### src/rtl/boot_alias_remap.sv
module boot_alias_remap #(
  parameter int AW = 32,
  parameter int WIN_BITS = 18,
  parameter logic [AW-1:0] UF_BASE = 32'h0800_0000,
  parameter logic [AW-1:0] SF_BASE = 32'h1FFF_0000,
  parameter logic [AW-1:0] SR_BASE = 32'h2000_0000
) (
  input  logic          clk,
  input  logic          rst_n,
  input  logic          strap_pin,
  input  logic          opt_use_sw,
  input  logic          opt_sw_level,
  input  logic          opt_boot1,
  input  logic          flash_empty,
  input  logic          lock_req,
  input  logic          standby_exit,
  input  logic          remap_we,
  input  logic [1:0]    remap_wdata,
  input  logic [AW-1:0] addr_i,
  output logic [AW-1:0] addr_o,
  output logic          cpu_hold,
  output logic [1:0]    alias_sel
);
  localparam logic [1:0] SEL_UF  = 2'b00;
  localparam logic [1:0] SEL_SF  = 2'b01;
  localparam logic [1:0] SEL_BAD = 2'b10;

  logic       pend;
  logic [1:0] sel;
  logic [1:0] strap_sel;
  logic [AW-1:0] base;

  wire boot0  = opt_use_sw ? opt_sw_level : strap_pin;
  wire in_win = (addr_i[AW-1:WIN_BITS] == '0);

  always_comb begin
    if (!boot0) strap_sel = flash_empty ? SEL_SF : SEL_UF;
    else        strap_sel = opt_boot1 ? SEL_SF : 2'b11;
  end

  always_ff @(posedge clk or negedge rst_n) begin
    if (!rst_n) begin
      pend <= 1'b1;
      sel  <= SEL_UF;
    end else if (pend) begin
      sel  <= strap_sel;
      pend <= 1'b0;
    end else if (standby_exit) begin
      pend <= 1'b1;
    end else if (remap_we && remap_wdata != SEL_BAD) begin
      sel <= remap_wdata;
    end
  end

  always_comb begin
    case (sel)
      SEL_UF:  base = UF_BASE;
      SEL_SF:  base = SF_BASE;
      default: base = SR_BASE;
    endcase
  end

  assign addr_o    = in_win ? base + addr_i : addr_i;
  assign cpu_hold  = lock_req | pend;
  assign alias_sel = sel;
endmodule


### config.mk
export PLATFORM = sky130hd
export DESIGN_NAME = boot_alias_remap
export DESIGN_NICKNAME = d
export VERILOG_FILES = /design/src/rtl/boot_alias_remap.sv
export SDC_FILE = /design/constraint.sdc
export NUM_CORES = 1
export LEC_CHECK = 0
export BUFFER_PORTS_ARGS = -buffer_cell sky130_fd_sc_hd__buf_2
export CAP_MARGIN = 20
export CORE_MARGIN = 3
export CORE_UTILIZATION = 39
export DETAILED_ROUTE_END_ITERATION = 16
export HOLD_SLACK_MARGIN = 0.03
export PLACE_DENSITY = 0.81
export RECOVER_POWER = 25
export SETUP_SLACK_MARGIN = 0.02
export SLEW_MARGIN = 20
export SYNTH_ARGS = -nofsm -noshare
export SYNTH_HDL_FRONTEND = slang
export SYNTH_SLANG_ARGS = --single-unit
### constraint.sdc
create_clock -name clk -period 3.85 [get_ports clk]
set_clock_uncertainty 0.1 [all_clocks]
set_input_delay 0.385 -clock clk [delete_from_list [all_inputs] [get_ports clk]]
set_output_delay 0.385 -clock clk [all_outputs]
set_load 0.1 [all_outputs]
==> results of run 1 <==
cell usage in the layout, fill, tap and decap left out, types with 2 or more instances in the layout:
| master | netlist | layout |
|---|---|---|
| or4_1 | 2 | 2 |
| nor4_1 | 7 | 7 |
| nand2b_1 | 6 | 6 |
| nor2_1 | 5 | 5 |
| buf_2 | 0 | 45 |
| nand4_1 | 4 | 4 |
| nor2b_1 | 3 | 3 |
| nand2_1 | 7 | 7 |
| xnor2_1 | 5 | 5 |
| ha_1 | 4 | 4 |
| nor3_1 | 2 | 2 |
| a21o_1 | 3 | 3 |
| clkbuf_4 | 0 | 3 |
| inv_1 | 5 | 5 |
| nand3_1 | 3 | 3 |
| or2_2 | 7 | 7 |
| or3_1 | 2 | 2 |
| dfrtp_1 | 2 | 2 |
| clkbuf_1 | 7 | 2 |
| a21oi_1 | 5 | 5 |
Yosys cell counts (all sizes together) (4+ instances only):
master	n
buf	16
clkbuf	7
nand2	7
nor4	7
or2	7
nand2b	6
a21oi	5
inv	5
nor2	5
xnor2	5
a21o	4
ha	4
nand4	4
registers in the layout, indices dropped and copies added, names as in the netlist:
| name | cells |
|---|---|
| alias_sel | 2 |
| pend | 1 |
cell type report:
type	instances	area [sq um]
Clock buffer	4	26.28
Fill cell	211	996.0
Inverter	5	18.77
Multi-Input combinational cell	87	611.8
Sequential cell	3	76.32
Tap cell	27	33.78
Timing Repair Buffer	47	239.0
logic make-up (layout without fill, tap and decap cells):
family                     after synthesis  in the layout
and+or+nand+nor                         55             55
buffers and inverters                   28             56
AOI/OAI and AO/OA                       22             22
xor gates and xnor gates                 5              5
adders and majority gates                4              4
DFF                                      3              3
muxes                                    1              1
critical path: cells and delay by family (launching register included):
family,cells,cell delay [ps]
XOR/XNOR,1,220
AND/OR/NAND/NOR,4,1100
adder cells (fa/ha/maj),1,260
flip-flops,1,440
buffers and inverters,1,430
AO/OA/AOI/OAI,1,200
metrics by stage:
step	setup WS, ps	power, mW	util	instances
2_1_floorplan	54.23	0.2924	-	118
3_3_place_gp	842.0	0.2550	0.4850	168
3_5_place_dp	730.0	0.2584	0.4850	168
4_1_cts	469.4	0.3166	0.5031	173
5_1_grt	259.4	0.3346	0.5025	173
6_report	477.4	0.3138	0.5025	173
report_power, final:
part	internal, mW	switching, mW	leakage (nW)
registers	0.0356	0.00551	0.0334
logic	0.0608	0.157	0.416
clock network	0.0388	0.0157	0.0150
total	0.135	0.179	0.465
metal layers:
metal  track usage  up-vias  routed length, um  part of all wire
met5             0        -                  0                 0
met4        0.1021        0                 28             0.012
met3       0.02849        5                195             0.082
met2        0.3431       46               1235              0.52
met1        0.1942      454                920              0.39
li1              -      469                  -                 -
how the worst max path moves through the flow:
| stage | from | endpoint | slack, ps |
|---|---|---|---|
| 2_1_floorplan | alias_sel[1] | addr_o[20] | 50 |
| 3_3_place_gp | alias_sel[1] | addr_o[24] | 840 |
| 4_1_cts | alias_sel[1] | addr_o[24] | 470 |
| 3_5_place_dp | alias_sel[1] | addr_o[24] | 730 |
| 5_1_grt | alias_sel[1] | addr_o[24] | 260 |
| 6_report | alias_sel[1] | addr_o[24] | 480 |
timing repair:
action                     CTS  global route
hold endpoints to repair     3             0
setup endpoints to repair    0             0
hold buffers                 1             0
==> out/metrics.csv, run 1 <==
metric,value,unit
gr usage total,0.1842,
measured slew at the worst slew-check pin,561.1,ps
die height,52.23,um
share of layout cells above drive strength 1,0.4315,
Crit. End Element,primary output,
worst hold endpoint,alias_sel[0],
hold depth,3,
Required @ worst endpoint,3370,ps
Placed Area,970.9,sq um
Achievable Freq,0.2965,GHz
worst-path fanout max,10,
Arrival @ worst endpoint,2890,ps
antenna-violating nets left,0,
# IOs,79,
H-tree depth,1,
peak supply drop,0.1696,mV
syn nets,166,
CTS tree,yes,
routed len/inst,13.76,um
Synth Area per Inst,7.062,sq um
post-synthesis simple-gate area fraction,0.3904,
Worst Setup Path Type,reg2out,
Cells after Synth,118,
minimum clock period,3373,ps
Max transition margin,0.6252,
Synth cell types,41,
maximum clock path buffer count,2,
grt ovf,0,
Final TNS setup,0,ps
Final #Nets,195,
Post-CTS Resized,0,
"Setup Fix Bufs, Post-CTS",0,
register area share after synthesis,0.09159,
CP Launch Type,flip-flop,
largest net degree at the start of global routing,11,
Detailed Route WL,2380,um
Final Slew Violations,0,
Root Buffer,clkbuf_4,
clock sinks,3,
Synth Cell Area,833.3,sq um
R2R Path End,alias_sel[0],
post-route cell area,0.001006,sq mm
DRC violations left,0,
diode count,0,
final hold violation count,0,
"Reg clk slew, reported paths",30,ps
worst r2r path cells,2,
post-synthesis adder-cell area fraction,0.06006,
"Async S/R FF share, synth",1.000,
R2R Path Start,pend,
Worst path most repeated cell,nand2b_1,
final hold slack,292.4,ps
die width,52.23,um
global-route wire length before repair,3843,um
DR iter-0 viols,21,
"Setup violations, final",0,
crit-path cells,"nand2b_1, xnor2_1, ha_1, or3b_2, nor4_1, o21ai_0, nand2b_1, buf_2",
synthesis-to-finish area growth,20.72,%
combinational family with the most area after synthesis,simple AND/OR/NAND/NOR gates,
Post-synth EDFFs,0,
static leakage power,0.4647,nW
mux share of post-synthesis cell area,0.01201,
"Top FF cell, synth",dfrtp_1,
R2R Setup Slk,2870,ps
status,"complete, no violations",
Port Buffers,46,
pwr/cell area,311.9,mW/mm^2
share of the synthesized area in the top cell type,0.1441,
Worst Hold Class,in2reg,
vias per cell,5.630,
DR vias,974,
CTS Buf Count,3,
Max-cap violations,0,
CP max stage delay,450,ps
DR pass1 iterations,4,
Core Region,0.002002,sq mm
post-DP HPWL,1933,um
compound-gate portion of the synthesized area,0.1952,
synth top area cells,"buf_4 14%, dfrtp_1 6.0%, ha_1 6.0%, nor4_1 5.3%, or2_2 5.3%",
row count,16,
post-synthesis register bit count,3,
hold_sp,flash_empty,
Initial Util,0.4162,
die outline area,0.002727,sq mm
worst skew pair latency,230,ps
initial antenna violation count,0,
Post-Synth XOR/XNOR Area,0.05255,
GP Congestion,0.9058,
"Slowest-stage cell, CP",or3b_2,
Ys Warns,0,
Synth area leader,buf_4,
vias in the first global route,932,
fin crit share,0.8760,
RSZ-0062 raised after global routing,no,
No activity file was read; power rests on OpenSTA's default activity.
==> run 2, diff against run 1 <==
- CORE_MARGIN: 3 -> not set
==> run 2 against run 1 <==
Total power rose by 0.39%. Utilization is 0.51 points higher. Critical endpoint is now addr_o[26]. Flip-flop and latch count unchanged. First-iteration DRC count increased by 19%. Fmax is 1.4% lower. Worst setup slack worse by 46 ps. Sequential power fell by 1%. Non-clock buffer count unchanged. Combinational power about the same. Final cell count stayed put.
==> out/metrics.csv, run 2 (synthesis gave the netlist of run 1 again) <==
metric,value,unit,change
gr usage total,0.1891,,+0.004824
most frequent cells in the layout,"45 x buf_2, 7 x nand2_1, 7 x or2_2, 7 x nor4_1, 6 x nand2b_1",,
global-route wire length before repair,3139,um,-18%
antenna-violating nets left,0,,unchanged
"Setup violations, final",0,,unchanged
DR vias,960,,-1.4%
max FFs per register,2,,unchanged
share of layout cells above drive strength 1,0.4315,,unchanged
Final TNS setup,0,ps,unchanged
hold_sp,flash_empty,,
H-tree depth,1,,unchanged
maximum clock path buffer count,2,,unchanged
grt ovf,0,,unchanged
"Reg clk slew, reported paths",40,ps,about the same
Final Slew Violations,0,,unchanged
number of cells after detailed placement,168,,unchanged
worst hold endpoint,alias_sel[0],,
post-DP HPWL,1782,um,-7.8%
minimum clock period,3419,ps,+46.40 ps
worst-path fanout max,10,,unchanged
CP Launch Type,flip-flop,,
Achievable Freq,0.2925,GHz,-1.4%
final cell count without fillers,173,,unchanged
# IOs,79,,unchanged
worst skew pair latency,240,ps,about the same
vias in the first global route,785,,-16%
die height,48.23,um,-7.7%
synthesis-to-finish area growth,20.72,%,unchanged
measured slew at the worst slew-check pin,568.8,ps,+7.650 ps
DRC violations left,0,,unchanged
peak supply drop,0.1780,mV,+5.0%
Crit. End Element,primary output,,
R2R Setup Slk,2840,ps,-30 ps
worst r2r path cells,2,,unchanged
status,"complete, no violations",,
R2R Path Start,pend,,
hold depth,3,,unchanged
RSZ-0062 raised after global routing,no,,
Max-cap violations,0,,unchanged
Port Buffers,46,,unchanged
largest net degree at the start of global routing,11,,unchanged
Arrival @ worst endpoint,2930,ps,+40 ps
Root Buffer,clkbuf_4,,
"Setup Fix Bufs, Post-CTS",0,,unchanged
initial antenna violation count,0,,unchanged
Required @ worst endpoint,3370,ps,about the same
CTS Hold Buffers Added,1,,unchanged
Max transition margin,0.6201,,-0.005110
Detailed Route WL,2218,um,-6.8%
vias per cell,5.549,,-1.4%
"most common cell after layout, fill and taps aside",buf_2,,
Post-CTS Resized,0,,unchanged
R2R Path End,alias_sel[0],,
CTS tree,yes,,
static leakage power,0.4647,nW,unchanged
die width,48.23,um,-7.7%
final hold violation count,0,,unchanged
routed len/inst,12.82,um,-6.8%
Worst Setup Path Type,reg2out,,
die outline area,0.002326,sq mm,-15%
DR iter-0 viols,25,,+19%
diode count,0,,unchanged
CTS Buf Count,3,,unchanged
pwr/cell area,313.2,mW/mm^2,+0.39%
Core Region,0.001982,sq mm,-1.0%
DR pass1 iterations,4,,unchanged
post-layout power,0.3150,mW,+0.39%
row count,16,,unchanged
clock sinks,3,,unchanged
Final #Nets,195,,unchanged
Worst Hold Class,in2reg,,
Initial Util,0.4205,,+0.004205
fin crit share,0.8880,,+0.01205
GP Congestion,0.9254,,+2.2%
run 2: cell counts in the layout (fill, tap and decap cells not counted):
No cell type changed its count.
run 2: area by class of cell:
class,instances,area [sq um]
tap,27,33.78
sequential,3,76.32
clock buffer,4,26.28
inverter,5,18.77
fill,198,975.9
timing repair buffer,47,239.0
multi-input combinational,87,611.8
run 2: layer usage:
layer / up-vias / wire length [um] / track usage
li1: 470 / - / -
met1: 431 / 898 / 0.2124
met2: 53 / 1116 / 0.3440
met3: 6 / 169 / 0.02963
met4: 0 / 34 / 0.08889
met5: - / 0 / 0
run 2: worst max path at each step:
stage                 startpoint          to  slack [ps]
floorplan           alias_sel[1]  addr_o[20]          50
global placement    alias_sel[1]  addr_o[20]         770
detailed placement  alias_sel[1]  addr_o[26]         710
CTS                 alias_sel[1]  addr_o[26]         440
global route        alias_sel[1]  addr_o[26]         230
finish              alias_sel[1]  addr_o[26]         430
run 2: per-stage QoR:
stage / utilization / hold WS [ps] / instance area [sq um] / setup WS [ps]
after floorplan: - / -10.59 / 853.3 / 54.23
after global placement: 0.4899 / 83.13 / 970.9 / 770.8
after detailed placement: 0.4899 / 89.79 / 970.9 / 708.1
after CTS: 0.5082 / 285.5 / 1007 / 439.3
after global routing: 0.5076 / 291.7 / 1006 / 233.8
final: 0.5076 / 290.2 / 1006 / 431.0
run 2: critical path: stages, from the launching register on:
cell,delay [ps]
dfrtp_1,430
nand2b_1,370
xnor2_1,220
ha_1,260
or3b_2,460
nor4_1,180
o21ai_0,210
nand2b_1,130
buf_2,430
run 2: power by group:
part	total (mW)	switching [mW]	internal, mW
sequential	0.0405	0.00490	0.0356
clock	0.0575	0.0185	0.0390
combinational	0.217	0.156	0.0606
total	0.315	0.180	0.135
